[src/rtl/ctr_seq_pkg.sv]
package ctr_seq_pkg;
    localparam int BYTE_W      = 8;
    localparam int BLOCK_BYTES = 16;
    localparam int BLOCK_W     = BLOCK_BYTES * BYTE_W;
    localparam int BYTE_IDX_W  = $clog2(BLOCK_BYTES);

    typedef enum logic [2:0] {
        ST_IDLE,
        ST_HDR_OUT,
        ST_HDR_IN,
        ST_REQ,
        ST_WAIT,
        ST_DATA
    } seq_state_e;

    // byte 0 is the most significant byte of the block
    function automatic logic [BYTE_W-1:0] pick_byte(input logic [BLOCK_W-1:0] blk,
                                                    input logic [BYTE_IDX_W-1:0] idx);
        logic [BLOCK_W-1:0] t;
        t = blk >> (BYTE_W * (BLOCK_BYTES - 1 - int'(idx)));
        return t[BYTE_W-1:0];
    endfunction
endpackage

[src/rtl/ctr_session.sv]
module ctr_session
    import ctr_seq_pkg::*;
#(
    parameter int CNT_W        = 32,
    parameter int BLKS_PER_PKT = 7,
    localparam int PREFIX_W    = BLOCK_W - CNT_W
) (
    input  logic                clk,
    input  logic                rst,
    input  logic                load,
    input  logic [PREFIX_W-1:0] pfx_in,
    input  logic                step,
    output logic [PREFIX_W-1:0] prefix,
    output logic [CNT_W-1:0]    tx_cnt,
    output logic                exhausted
);
    localparam logic [CNT_W-1:0] LAST_START = {CNT_W{1'b1}} - CNT_W'(BLKS_PER_PKT - 1);

    always_ff @(posedge clk) begin
        if (rst) begin
            prefix <= '0;
            tx_cnt <= '0;
        end else if (load) begin
            prefix <= pfx_in;
            tx_cnt <= '0;
        end else if (step) begin
            tx_cnt <= tx_cnt + 1'b1;
        end
    end

    assign exhausted = (tx_cnt > LAST_START);
endmodule

[src/rtl/ctr_ks_port.sv]
module ctr_ks_port
    import ctr_seq_pkg::*;
(
    input  logic                  clk,
    input  logic                  rst,
    input  logic                  cap,
    input  logic [BLOCK_W-1:0]    rsp_data,
    input  logic [BYTE_IDX_W-1:0] idx,
    output logic [BYTE_W-1:0]     ks_byte
);
    logic [BLOCK_W-1:0] ks_q;

    always_ff @(posedge clk) begin
        if (rst)      ks_q <= '0;
        else if (cap) ks_q <= rsp_data;
    end

    assign ks_byte = pick_byte(ks_q, idx);
endmodule

[src/rtl/ctr_seq.sv]
module ctr_seq
    import ctr_seq_pkg::*;
#(
    parameter int CNT_W        = 32,
    parameter int BLKS_PER_PKT = 7,
    localparam int PREFIX_W    = BLOCK_W - CNT_W
) (
    input  logic                clk,
    input  logic                rst,
    input  logic                pfx_valid,
    input  logic [PREFIX_W-1:0] pfx_data,
    input  logic                rx_mode,
    input  logic                in_valid,
    output logic                in_ready,
    input  logic [BYTE_W-1:0]   in_data,
    output logic                out_valid,
    input  logic                out_ready,
    output logic [BYTE_W-1:0]   out_data,
    output logic                ks_req_valid,
    input  logic                ks_req_ready,
    output logic [BLOCK_W-1:0]  ks_req_block,
    input  logic                ks_rsp_valid,
    input  logic [BLOCK_W-1:0]  ks_rsp_data,
    output logic                exhausted
);
    localparam int HDR_BYTES = CNT_W / BYTE_W;
    localparam int HB_W      = $clog2(HDR_BYTES + 1);
    localparam int BK_W      = $clog2(BLKS_PER_PKT + 1);

    seq_state_e            state;
    logic                  pkt_rx;
    logic [CNT_W-1:0]      blk_cnt;
    logic [CNT_W-1:0]      hdr_q;
    logic [CNT_W-1:0]      hdr_next;
    logic [HB_W-1:0]       hb;
    logic [BYTE_IDX_W-1:0] bi;
    logic [BK_W-1:0]       blk_i;
    logic [PREFIX_W-1:0]   prefix;
    logic [CNT_W-1:0]      tx_cnt;
    logic                  step;
    logic                  cap;
    logic [BYTE_W-1:0]     ks_byte;

    assign step = (state == ST_REQ) && ks_req_ready && !pkt_rx;
    assign cap  = (state == ST_WAIT) && ks_rsp_valid;

    ctr_session #(.CNT_W(CNT_W), .BLKS_PER_PKT(BLKS_PER_PKT)) u_session (
        .clk       (clk),
        .rst       (rst),
        .load      (pfx_valid),
        .pfx_in    (pfx_data),
        .step      (step),
        .prefix    (prefix),
        .tx_cnt    (tx_cnt),
        .exhausted (exhausted)
    );

    ctr_ks_port u_ks (
        .clk      (clk),
        .rst      (rst),
        .cap      (cap),
        .rsp_data (ks_rsp_data),
        .idx      (bi),
        .ks_byte  (ks_byte)
    );

    assign hdr_next     = (hdr_q << BYTE_W) | CNT_W'(in_data);
    assign ks_req_valid = (state == ST_REQ);
    assign ks_req_block = {prefix, blk_cnt};
    assign in_ready     = (state == ST_HDR_IN) || ((state == ST_DATA) && out_ready);
    assign out_valid    = (state == ST_HDR_OUT) || ((state == ST_DATA) && in_valid);
    assign out_data     = (state == ST_HDR_OUT) ? hdr_q[CNT_W-1 -: BYTE_W]
                                                : (in_data ^ ks_byte);

    always_ff @(posedge clk) begin
        if (rst) begin
            state   <= ST_IDLE;
            pkt_rx  <= 1'b0;
            blk_cnt <= '0;
            hdr_q   <= '0;
            hb      <= '0;
            bi      <= '0;
            blk_i   <= '0;
        end else begin
            case (state)
                ST_IDLE: begin
                    hb    <= '0;
                    blk_i <= '0;
                    if (in_valid) begin
                        if (rx_mode) begin
                            pkt_rx <= 1'b1;
                            hdr_q  <= '0;
                            state  <= ST_HDR_IN;
                        end else if (!exhausted) begin
                            pkt_rx  <= 1'b0;
                            hdr_q   <= tx_cnt;
                            blk_cnt <= tx_cnt;
                            state   <= ST_HDR_OUT;
                        end
                    end
                end
                ST_HDR_OUT: begin
                    if (out_ready) begin
                        hdr_q <= hdr_q << BYTE_W;
                        hb    <= hb + 1'b1;
                        if (hb == HB_W'(HDR_BYTES - 1)) state <= ST_REQ;
                    end
                end
                ST_HDR_IN: begin
                    if (in_valid) begin
                        hdr_q <= hdr_next;
                        hb    <= hb + 1'b1;
                        if (hb == HB_W'(HDR_BYTES - 1)) begin
                            blk_cnt <= hdr_next;
                            state   <= ST_REQ;
                        end
                    end
                end
                ST_REQ: begin
                    if (ks_req_ready) begin
                        blk_cnt <= blk_cnt + 1'b1;
                        state   <= ST_WAIT;
                    end
                end
                ST_WAIT: begin
                    if (ks_rsp_valid) begin
                        bi    <= '0;
                        state <= ST_DATA;
                    end
                end
                ST_DATA: begin
                    if (in_valid && out_ready) begin
                        bi <= bi + 1'b1;
                        if (bi == BYTE_IDX_W'(BLOCK_BYTES - 1)) begin
                            if (blk_i == BK_W'(BLKS_PER_PKT - 1)) begin
                                state <= ST_IDLE;
                            end else begin
                                blk_i <= blk_i + 1'b1;
                                state <= ST_REQ;
                            end
                        end
                    end
                end
                default: state <= ST_IDLE;
            endcase
        end
    end
endmodule

[config.mk]
export PLATFORM = sky130hd
export DESIGN_NAME = ctr_seq
export DESIGN_NICKNAME = d
export VERILOG_FILES = /design/src/rtl/ctr_seq_pkg.sv /design/src/rtl/ctr_session.sv /design/src/rtl/ctr_ks_port.sv /design/src/rtl/ctr_seq.sv
export SDC_FILE = /design/constraint.sdc
export NUM_CORES = 1
export LEC_CHECK = 0
export ABC_AREA = 0
export CAP_MARGIN = 20
export CORE_ASPECT_RATIO = 1.1
export CORE_UTILIZATION = 58
export CTS_CLUSTER_SIZE = 28
export DETAILED_ROUTE_END_ITERATION = 16
export DONT_BUFFER_PORTS = 1
export PLACE_DENSITY_LB_ADDON = 0.25
export SETUP_SLACK_MARGIN = 0.1
export SYNTH_ARGS = -nofsm -noshare
export SYNTH_HDL_FRONTEND = slang
export SYNTH_SLANG_ARGS = --single-unit
[constraint.sdc]
create_clock -name clk -period 2.5 [get_ports clk]
set_input_delay 0.375 -clock clk [delete_from_list [all_inputs] [get_ports clk]]
set_output_delay 0.375 -clock clk [all_outputs]
set_load 0.01 [all_outputs]
==> impl_metrics.ini, run 1 <==
[status]
status = finished with violations
violations = hold timing, setup timing

[setup_path]
r2r-start = state[0]
crit_slowest_cell = mux4_2
startpoint = bi[0]
crit_end = out_data[4]
rrSetupSlack_ns = 0.18
endpoint_kind = output port
critPathKind = flip-flop to output port
critPathLaunchType = flip-flop
r2r_cells = 7
cp.required_ns = 2.12
cpPeakStageDelay_ns = 0.53
crit_arrival_ns = 2.64
crit_top_cell = mux4_2
worstPathMaxFanout = 5
worstReg2RegEnd = blk_i[1]
crit_chain = clkbuf_16 -> buf_4 -> mux4_2 -> mux4_2 -> xnor2_1 -> a21oi_2

[yosys]
yosys_most_used_dff = dfxtp_1
synth_seq_area_share = 0.427
ys_ff_latch = 334
async_flop_share = 0
synth_fp_nets = 2015
synth_edf_count = 0
avgSynthCellArea_sq_um = 8.86
synthCells = 1766
syn_area_sq_um = 15600
ys_warn_count = 0
synth.distinct_cells = 77

[drt]
wl_per_cell_um = 22.9
drc_errors = 0
drt-initial-drc-count = 1420
drtAntennaViolNets = 0
dr.pass1.iters = 6
vias_per_cell = 6.39
wl_mm = 51.9
num_vias = 14469

[place]
dp_hpwl_mm = 34.5
gp_congestion = 0.954
portBuffers = 0
placed_area_sq_um = 16200

[pwr]
peakVddDrop_uv = 752
cellPowerDensity_nw_per_um2 = 705
p_leak_nw = 6.98

[sta]
fmax_mhz = 332
setup_slack_ns = -0.513
fin_crit_ns = 3.01
fin_crit_sh = 1.21
whs_ns = -0.0562
finalHoldViolCount = 23
slew_violations = 0
rsz0062_at_grt = true
slew_headroom = 0.484
tightest_slew_ns = 0.772
setup_viol = 8
clock_skew_ns = 0.0243
fin_setup_tns_ns = -3.70

[cts]
clock_path_buffers = 3
clkLatencyLatePin_ns = 0.53
clk_pin_slew_ns = 0.06
cts.sinks = 334
cts_made_buffers = 36
cts_root_buffer = clkbuf_16
h-tree-depth = 2
cts_tree = yes

[cells_and_area]
multi_input_area_sq_um = 8350
final_area_sq_um = 19100
n_fill_cell = 1895
syn2layout_area_growth_pct = 22.1
num-nets-final = 2134
drive_gt1_frac = 0.149
regArea_sq_um = 6700

[worst_hold_path]
hp-class = primary input to flip-flop

[die]
core_sq_um = 26300
dieArea_sq_um = 27600
die_h_um = 174
core.rowCount = 62
ios = 380
die_w_um = 159
start_util = 0.595

[global_routing]
grt_pass1_vias = 13817
grt_usage = 0.365
grt_max_degree = 303
grt_first_pass_wirelength_mm = 77.5
antenna_found_initial = 5
grt-ovfl-total = 0

[job]
drv_cap = 0
-- critical path, delay by kind of cell (launching register included) --
family / cells / cell delay, ns
compound gates: 1 / 0.22
buf+inv: 2 / 0.29
xor+xnor: 1 / 0.17
flops: 1 / 0.40
mux: 2 / 1.04
-- power by group --
group | leakage (nW) | internal [W] | switching, W
Combinational | 3.64 | 0.000795 | 0.00103
Sequential | 2.72 | 0.00556 | 0.000294
Clock | 0.618 | 0.00348 | 0.00230
Total | 6.98 | 0.00984 | 0.00363
-- cells in the mapped netlist, types with 6 or more instances --
cell        n  share of area
a211oi_1   15         0.0072
a211oi_2    8         0.0064
a21oi_1   210          0.067
a221oi_1   10         0.0056
a22oi_1     9         0.0043
a311oi_2   24          0.023
a31oi_1    10         0.0040
and2_1      6         0.0024
and3_1     11         0.0044
and4_1     10         0.0056
buf_1      11         0.0026
buf_2      17         0.0054
buf_4       7         0.0034
buf_6       6         0.0043
clkbuf_1  110          0.026
dfxtp_1   334           0.43
ha_1        9         0.0072
inv_1      13         0.0031
mux2i_1   103          0.066
mux4_2     40          0.058
nand2_1   331          0.079
nand2b_1    8         0.0032
nand3_1    28         0.0090
nand4_1    26          0.010
nor2_1    171          0.041
nor3_1     22         0.0070
nor3b_1    19         0.0091
nor4_1     10         0.0040
o21ai_0    11         0.0035
o31ai_1    12         0.0058
o32ai_1     9         0.0050
or3_1       9         0.0036
or3b_2     22          0.012
xnor2_1    25          0.014
xor2_1     19          0.011
-- layout by cell type (no fill, tap or decap), types with 11 or more instances in the layout --
cell and instances:
mux2i_1 103, clkbuf_16 38, buf_4 70, o31ai_1 12
a211oi_1 15, and3_1 11, nand2_1 331, a21oi_1 201
o21ai_0 11, dfxtp_1 329, nor2_1 168, mux4_2 40
nand4_1 26, nor3_1 21, dlygate4sd3_1 147, inv_1 13
a311oi_2 24, nor3b_1 19, nand3_1 28, or3b_2 22
xor2_1 19, xnor2_1 23
-- worst min path at each step --
stage              startpoint        endpoint  slack (ns)  cells after the start
5_1_grt                   rst     blk_cnt[30]       -0.08                      1
6_report                  rst     blk_cnt[30]       -0.06                      1
3_5_place_dp   u_ks.ks_q[107]  u_ks.ks_q[107]        0.44                      2
4_1_cts                   rst     blk_cnt[30]       -0.06                      1
2_1_floorplan  u_ks.ks_q[104]  u_ks.ks_q[104]        0.43                      2
3_3_place_gp    u_ks.ks_q[96]   u_ks.ks_q[96]        0.44                      2
-- area by class of cell --
| cell class | instances | area share |
|---|---|---|
| antenna | 1 | 0.000131 |
| clock buffer | 43 | 0.0496 |
| clock inverter | 21 | 0.0174 |
| inverter | 14 | 0.00275 |
| multi-input combinational | 1267 | 0.437 |
| sequential | 334 | 0.350 |
| tap | 352 | 0.0231 |
| timing repair buffer | 232 | 0.119 |
-- logic make-up (layout without fill, tap and decap cells) --
kind of cell / Yosys count / count (layout) / share of synthesized area
AO/OA/AOI/OAI: 367 / 367 / 0.159
XOR/XNOR: 44 / 44 / 0.0246
buffers and inverters: 165 / 310 / 0.0455
flip-flops: 334 / 334 / 0.427
adder cells (fa/ha/maj): 9 / 9 / 0.00720
other: 0 / 1 / 0
AND/OR/NAND/NOR: 703 / 703 / 0.212
multiplexers: 144 / 144 / 0.124
-- sequential cells by signal (all words and copies together) (netlist names) --
name              count
bi                    4
blk_cnt              32
blk_i                 3
hb                    3
hdr_q                32
pkt_rx                1
state                 3
u_ks.ks_q           128
u_session.prefix     96
u_session.tx_cnt     32
-- per-layer routing --
| metal | vias to the layer above | GRT usage | wire [um] |
|---|---|---|---|
| met3 | 166 | 0.0798 | 4330 |
| met5 | - | 0 | 60 |
| li1 | 6541 | - | - |
| met1 | 7026 | 0.448 | 19400 |
| met2 | 728 | 0.605 | 25600 |
| met4 | 8 | 0.166 | 2440 |
-- timing repair --
action	CTS	global route
setup buffers	1	6
pin swaps	6	8
hold buffers	146	1
setup endpoints to repair	9	39
hold endpoints to repair	277	145
gates cloned	0	2
gates resized for setup	5	16
-- through the flow --
stage | util | std cells | setup WS [ns] | power (W)
finish | 0.726 | 2264 | -0.513 | 0.0135
global placement | 0.615 | 2044 | -0.0239 | 0.00748
CTS | 0.720 | 2255 | -0.500 | 0.0134
floorplan | - | 1766 | 0.122 | 0.00713
detailed placement | 0.615 | 2044 | -0.0414 | 0.00752
global route | 0.726 | 2264 | -0.555 | 0.0139
(Power assumes the default switching activity.)
==> inputs of run 2 (changes only) <==
==> constraint.sdc (replaced) <==
create_clock -name clk -period 2.5 [get_ports clk]
set_input_delay 0.375 -clock clk [delete_from_list [all_inputs] [get_ports clk]]
set_output_delay 0.375 -clock clk [all_outputs]
set_load 0.1 [all_outputs]
==> run 2 against run 1 <==
The run still ends with hold timing, setup timing left. Via count grew 10%. Wire length is 17% higher. Sequential power decreased by 1%. Combinational power is 86% higher. Non-clock buffer count increased by 213. Setup slack worse by 0.18 ns. Clock power shrank 7.3%. Critical endpoint unchanged.
==> impl_metrics.ini, run 2 (synthesized netlist as in run 1, its figures left out) <==
[status]
violations = hold timing, setup timing
status = finished with violations

[setup_path]
critPathLaunchType = flip-flop
worstReg2RegEnd = u_ks.ks_q[16]
crit_slowest_cell = mux4_2
endpoint_kind = output port
worstPathMaxFanout = 5
cp.required_ns = 2.12
r2r_cells = 8
crit_chain = buf_12 -> buf_16 -> mux4_2 -> mux4_2 -> xnor2_2 -> a21oi_4 -> buf_12
cpPeakStageDelay_ns = 0.55
r2r-start = state[2]
crit_arrival_ns = 2.82
rrSetupSlack_ns = 0.08
critPathKind = flip-flop to output port

[drt]
dr.pass1.iters = 8
drtAntennaViolNets = 0
wl_per_cell_um = 24.4
wl_mm = 60.5
num_vias = 15982
drc_errors = 0
drt-initial-drc-count = 1953
vias_per_cell = 6.45

[pwr]
p_int_w = 0.00980
p_switching_w = 0.00474
cellPowerDensity_nw_per_um2 = 686
sw_frac_of_total = 0.326
comb_power_share = 0.234
p_clk_frac = 0.368
peakVddDrop_uv = 580
seqPwrFrac = 0.397
p_leak_nw = 8.35

[die]
ios = 380
core_sq_um = 26300
start_util = 0.595
dieArea_sq_um = 27600
die_w_um = 159
core.rowCount = 62
die_h_um = 174

[cts]
clock_path_buffers = 3
clkLatencyLatePin_ns = 0.54
cts_tree = yes
cts.sinks = 334
h-tree-depth = 2
cts_root_buffer = clkbuf_16
clk_pin_slew_ns = 0.06
cts_made_buffers = 36

[cells_and_area]
n_fill_cell = 1474
largest_register_ffs = 128
syn2layout_area_growth_pct = 35.4
final_common_cell = nand2_1
num-nets-final = 2349
layout_common_cells = nand2_1 (331), dfxtp_1 (309), dlygate4sd3_1 (226)
final_area_sq_um = 21200
top_regs = u_ks.ks_q: 128 flops, u_session.prefix: 96 flops
regMostFlops = u_ks.ks_q
drive_gt1_frac = 0.211

[sta]
fin_crit_sh = 1.28
slew_headroom = 0.380
fin_crit_ns = 3.19
setup_slack_ns = -0.695
slew_violations = 0
clock_skew_ns = 0.0337
finalHoldViolCount = 2
whs_ns = -0.0132
tightest_slew_ns = 0.930
fmax_mhz = 313
fin_setup_tns_ns = -5.13
rsz0062_at_grt = true
setup_viol = 8

[global_routing]
grt_pass1_vias = 15455
grt_max_degree = 303
grt_first_pass_wirelength_mm = 85.7
grt-ovfl-total = 0
antenna_found_initial = 4
grt_usage = 0.405

[worst_hold_path]
hp-class = primary input to flip-flop
holdCritStartpoint = ks_rsp_data[101]
holdPathStages = 2
min_to = u_ks.ks_q[101]

[job]
drv_cap = 0

[place]
portBuffers = 0
gp_congestion = 0.929
placed_area_sq_um = 17400
dp_hpwl_mm = 35.5
run 2: power groups by stage:
| stage | combinational, W | sequential [W] | clock [W] |
|---|---|---|---|
| 2_1_floorplan | 0.00164 | 0.00659 | 0 |
| 3_3_place_gp | 0.00302 | 0.00587 | 0 |
| 3_5_place_dp | 0.00305 | 0.00587 | 0 |
| 4_1_cts | 0.00328 | 0.00576 | 0.00532 |
| 5_1_grt | 0.00353 | 0.00579 | 0.00557 |
| 6_report | 0.00341 | 0.00577 | 0.00536 |
run 2: metrics by stage:
step	hold WS, ns	utilization	worst slack, ns	instances	power [W]
2_1_floorplan	0.433	-	-0.210	1766	0.00823
3_3_place_gp	0.441	0.660	-0.144	2170	0.00888
3_5_place_dp	0.447	0.660	-0.152	2170	0.00892
4_1_cts	-0.0680	0.793	-0.635	2451	0.0144
5_1_grt	-0.0139	0.806	-0.735	2476	0.0149
6_report	-0.0132	0.806	-0.695	2476	0.0145
run 2: cell type report:
type / instances / area, sq um / share of cell area
antenna: 1 / 2.50 / 0.000118
clock buffer: 54 / 1060 / 0.0500
clock inverter: 7 / 92.6 / 0.00437
inverter: 14 / 52.6 / 0.00248
multi-input combinational: 1269 / 8530 / 0.403
sequential: 334 / 6720 / 0.317
tap: 352 / 440 / 0.0208
timing repair buffer: 445 / 4290 / 0.202
run 2: worst max-delay path by stage:
stage,start,end,cells after the start
6_report,bi[0],out_data[4],7
5_1_grt,bi[0],out_data[0],6
4_1_cts,bi[0],out_data[5],7
3_5_place_dp,bi[0],out_data[0],6
3_3_place_gp,bi[0],out_data[0],6
2_1_floorplan,state[2],out_data[5],6
run 2: layer usage:
layer | track usage | wire length, um | vias to the layer above | part of all wire
met2 | 0.667 | 28500 | 1135 | 0.47
li1 | - | - | 6929 | -
met1 | 0.441 | 20000 | 7551 | 0.33
met4 | 0.292 | 5150 | 6 | 0.085
met5 | 0 | 41 | - | 0.00068
met3 | 0.117 | 6840 | 361 | 0.11
run 2: timing repair:
item / CTS / global route
cloned: 2 / 4
endpoints found under the hold margin: 280 / 32
pin swaps: 2 / 8
gates resized for setup: 24 / 26
endpoints found under the setup margin: 11 / 92
hold buffers: 217 / 10
setup buffers: 1 / 11
run 2: critical path: cells and delay by family, from the launching register on:
family,cells,cell delay [ns]
buffers and inverters,3,0.46
AOI/OAI and AO/OA,1,0.16
muxes,2,1.08
xor gates and xnor gates,1,0.18
DFF,1,0.41
==> inputs of run 3 (changes only) <==
--- a/config.mk
+++ b/config.mk
@@ -8,11 +8,11 @@
 export ABC_AREA = 0
 export CAP_MARGIN = 20
 export CORE_ASPECT_RATIO = 1.1
-export CORE_UTILIZATION = 58
+export CORE_UTILIZATION = 60
 export CTS_CLUSTER_SIZE = 28
 export DETAILED_ROUTE_END_ITERATION = 16
 export DONT_BUFFER_PORTS = 1
-export PLACE_DENSITY_LB_ADDON = 0.25
+export PLACE_DENSITY = 0.76
 export SETUP_SLACK_MARGIN = 0.1
 export SYNTH_ARGS = -nofsm -noshare
 export SYNTH_HDL_FRONTEND = slang
==> constraint.sdc (replaced) <==
create_clock -name clk -period 4.1 [get_ports clk]
set_input_delay 0.615 -clock clk [delete_from_list [all_inputs] [get_ports clk]]
set_output_delay 0.615 -clock clk [all_outputs]
set_load 0.1 [all_outputs]
==> run 3 against run 2 <==
The flow now finishes without violations. Wire length down 21%. Clock skew down 0.0044 ns. Sequential power down 31%. Power down 44%. Core utilization down 13 points. Final cell count down 16%. Final area down 19%. Critical path depth down 1. Sequential share of layout area up 7.4 points.
==> impl_metrics.ini, run 3 (synthesized netlist as in run 1, its figures left out) <==
[pwr]
sw_frac_of_total = 0.327
cellPowerDensity_nw_per_um2 = 479
p_int_w = 0.00552
p_leak_nw = 5.93
peakVddDrop_uv = 415
p_clk_frac = 0.373
p_switching_w = 0.00268
seqPwrFrac = 0.485
comb_power_share = 0.142
finalPower_w = 0.00820

[cts]
cts_made_buffers = 35
cts.sinks = 334
hold_buffers = 0
cts_root_buffer = clkbuf_16
postCtsSetupRepairBufs = 0
post_cts_resized = 0
clkLatencyLatePin_ns = 0.53
clk_pin_slew_ns = 0.06
clock_path_buffers = 3
h-tree-depth = 2
cts_tree = yes

[drt]
num_vias = 13405
dr.pass1.iters = 5
wl_mm = 48.1
wl_per_cell_um = 23.1
drtAntennaViolNets = 0
drt-initial-drc-count = 1313
drc_errors = 0
vias_per_cell = 6.44

[setup_path]
critPathLaunchType = flip-flop
rrSetupSlack_ns = 1.05
cpPeakStageDelay_ns = 0.88
endpoint_kind = output port
worstReg2RegEnd = blk_cnt[29]
crit_arrival_ns = 3.20
r2r_cells = 5
r2r-start = blk_cnt[5]
worstPathMaxFanout = 20
crit_chain = buf_4 -> mux4_2 -> mux4_2 -> xnor2_1 -> a21oi_2 -> buf_4
critPathKind = flip-flop to output port
cp.required_ns = 3.48
crit_slowest_cell = dfxtp_1

[sta]
rsz0062_at_grt = false
clock_skew_ns = 0.0293
fmax_mhz = 262
finalHoldViolCount = 0
slew_headroom = 0.212
slew_violations = 0
tightest_slew_ns = 1.18
whs_ns = 0.166
setup_viol = 0
fin_crit_sh = 0.931
fin_crit_ns = 3.82
setup_slack_ns = 0.284
fin_setup_tns_ns = 0

[global_routing]
grt_max_degree = 303
grt_usage = 0.348
grt-ovfl-total = 0
antenna_found_initial = 4
grt_first_pass_wirelength_mm = 71.5
grt_pass1_vias = 12437

[cells_and_area]
regMostFlops = u_ks.ks_q
num-nets-final = 1964
drive_gt1_frac = 0.141
largest_register_ffs = 128
top_regs = u_ks.ks_q: 128 flops, u_session.prefix: 96 flops
final_common_cell = dfxtp_1
syn2layout_area_growth_pct = 9.38
stdcell_count = 2083
layout_common_cells = dfxtp_1 (332), nand2_1 (331), a21oi_1 (201)

[place]
dp_cells = 2023
dp_hpwl_mm = 34.3
pre_cts_ws_ns = 0.828
gp_congestion = 0.926
portBuffers = 0

[worst_hold_path]
hp-class = primary input to flip-flop
holdPathStages = 1
min_to = blk_cnt[26]
holdCritStartpoint = rst

[die]
core.rowCount = 61
ios = 380
dieArea_sq_um = 26700
die_h_um = 171
core_sq_um = 25400
die_w_um = 156
start_util = 0.616

[status]
status = completed

[job]
drv_cap = 0
## run 3: changes by cell type in the layout (fill, tap and decap cells not counted), sizes merged
| cell | delta |
|---|---|
| buf | -154 |
| bufinv | -1 |
| clkbuf | -6 |
| clkinvlp | +1 |
| dlygate4sd3 | -226 |
| inv | +1 |
| or2 | -2 |
## run 3: worst max-delay path: cells and delay by family (launching register included)
family                    cells  cell delay [ns]
muxes                         2             0.84
DFF                           1             0.88
xor gates and xnor gates      1             0.17
AOI/OAI and AO/OA             1             0.18
buffers and inverters         2             0.60
## run 3: power groups by stage
stage	clock network, W	logic (W)	registers, W
after floorplan	0	0.000953	0.00402
after global routing	0.00323	0.00124	0.00399
after detailed placement	0	0.00115	0.00404
final	0.00306	0.00116	0.00398
after CTS	0.00308	0.00115	0.00397
after global placement	0	0.00111	0.00404
## run 3: how the worst max path moves through the flow
stage	startpoint	to	slack, ns	cells past startpoint
after CTS	bi[0]	out_data[5]	0.27	6
after floorplan	bi[0]	out_data[0]	0.12	6
final	bi[1]	out_data[5]	0.28	6
after global routing	bi[0]	out_data[5]	0.19	6
after detailed placement	bi[0]	out_data[5]	0.83	6
after global placement	bi[0]	out_data[5]	0.94	6
## run 3: cell type report
cell class / instances / area (sq um)
Multi-Input combinational cell: 1267 / 8310
Fill cell: 2068 / 8300
Sequential cell: 334 / 6690
Clock buffer: 50 / 1000
Timing Repair Buffer: 63 / 546
Tap cell: 346 / 433
Clock inverter: 8 / 78.8
Inverter: 14 / 52.6
Antenna cell: 1 / 2.50
## run 3: through the flow
step / utilization / area [sq um]
2_1_floorplan: - / 15600
3_3_place_gp: 0.629 / 16000
3_5_place_dp: 0.630 / 16000
4_1_cts: 0.672 / 17100
5_1_grt: 0.673 / 17100
6_report: 0.673 / 17100
## run 3: layer usage
| metal | share of wire | GRT usage | vias up |
|---|---|---|---|
| met5 | 0.00062 | 0 | - |
| met4 | 0.053 | 0.182 | 4 |
| met3 | 0.091 | 0.0829 | 146 |
| met2 | 0.48 | 0.571 | 707 |
| met1 | 0.37 | 0.425 | 6374 |
| li1 | - | - | 6174 |
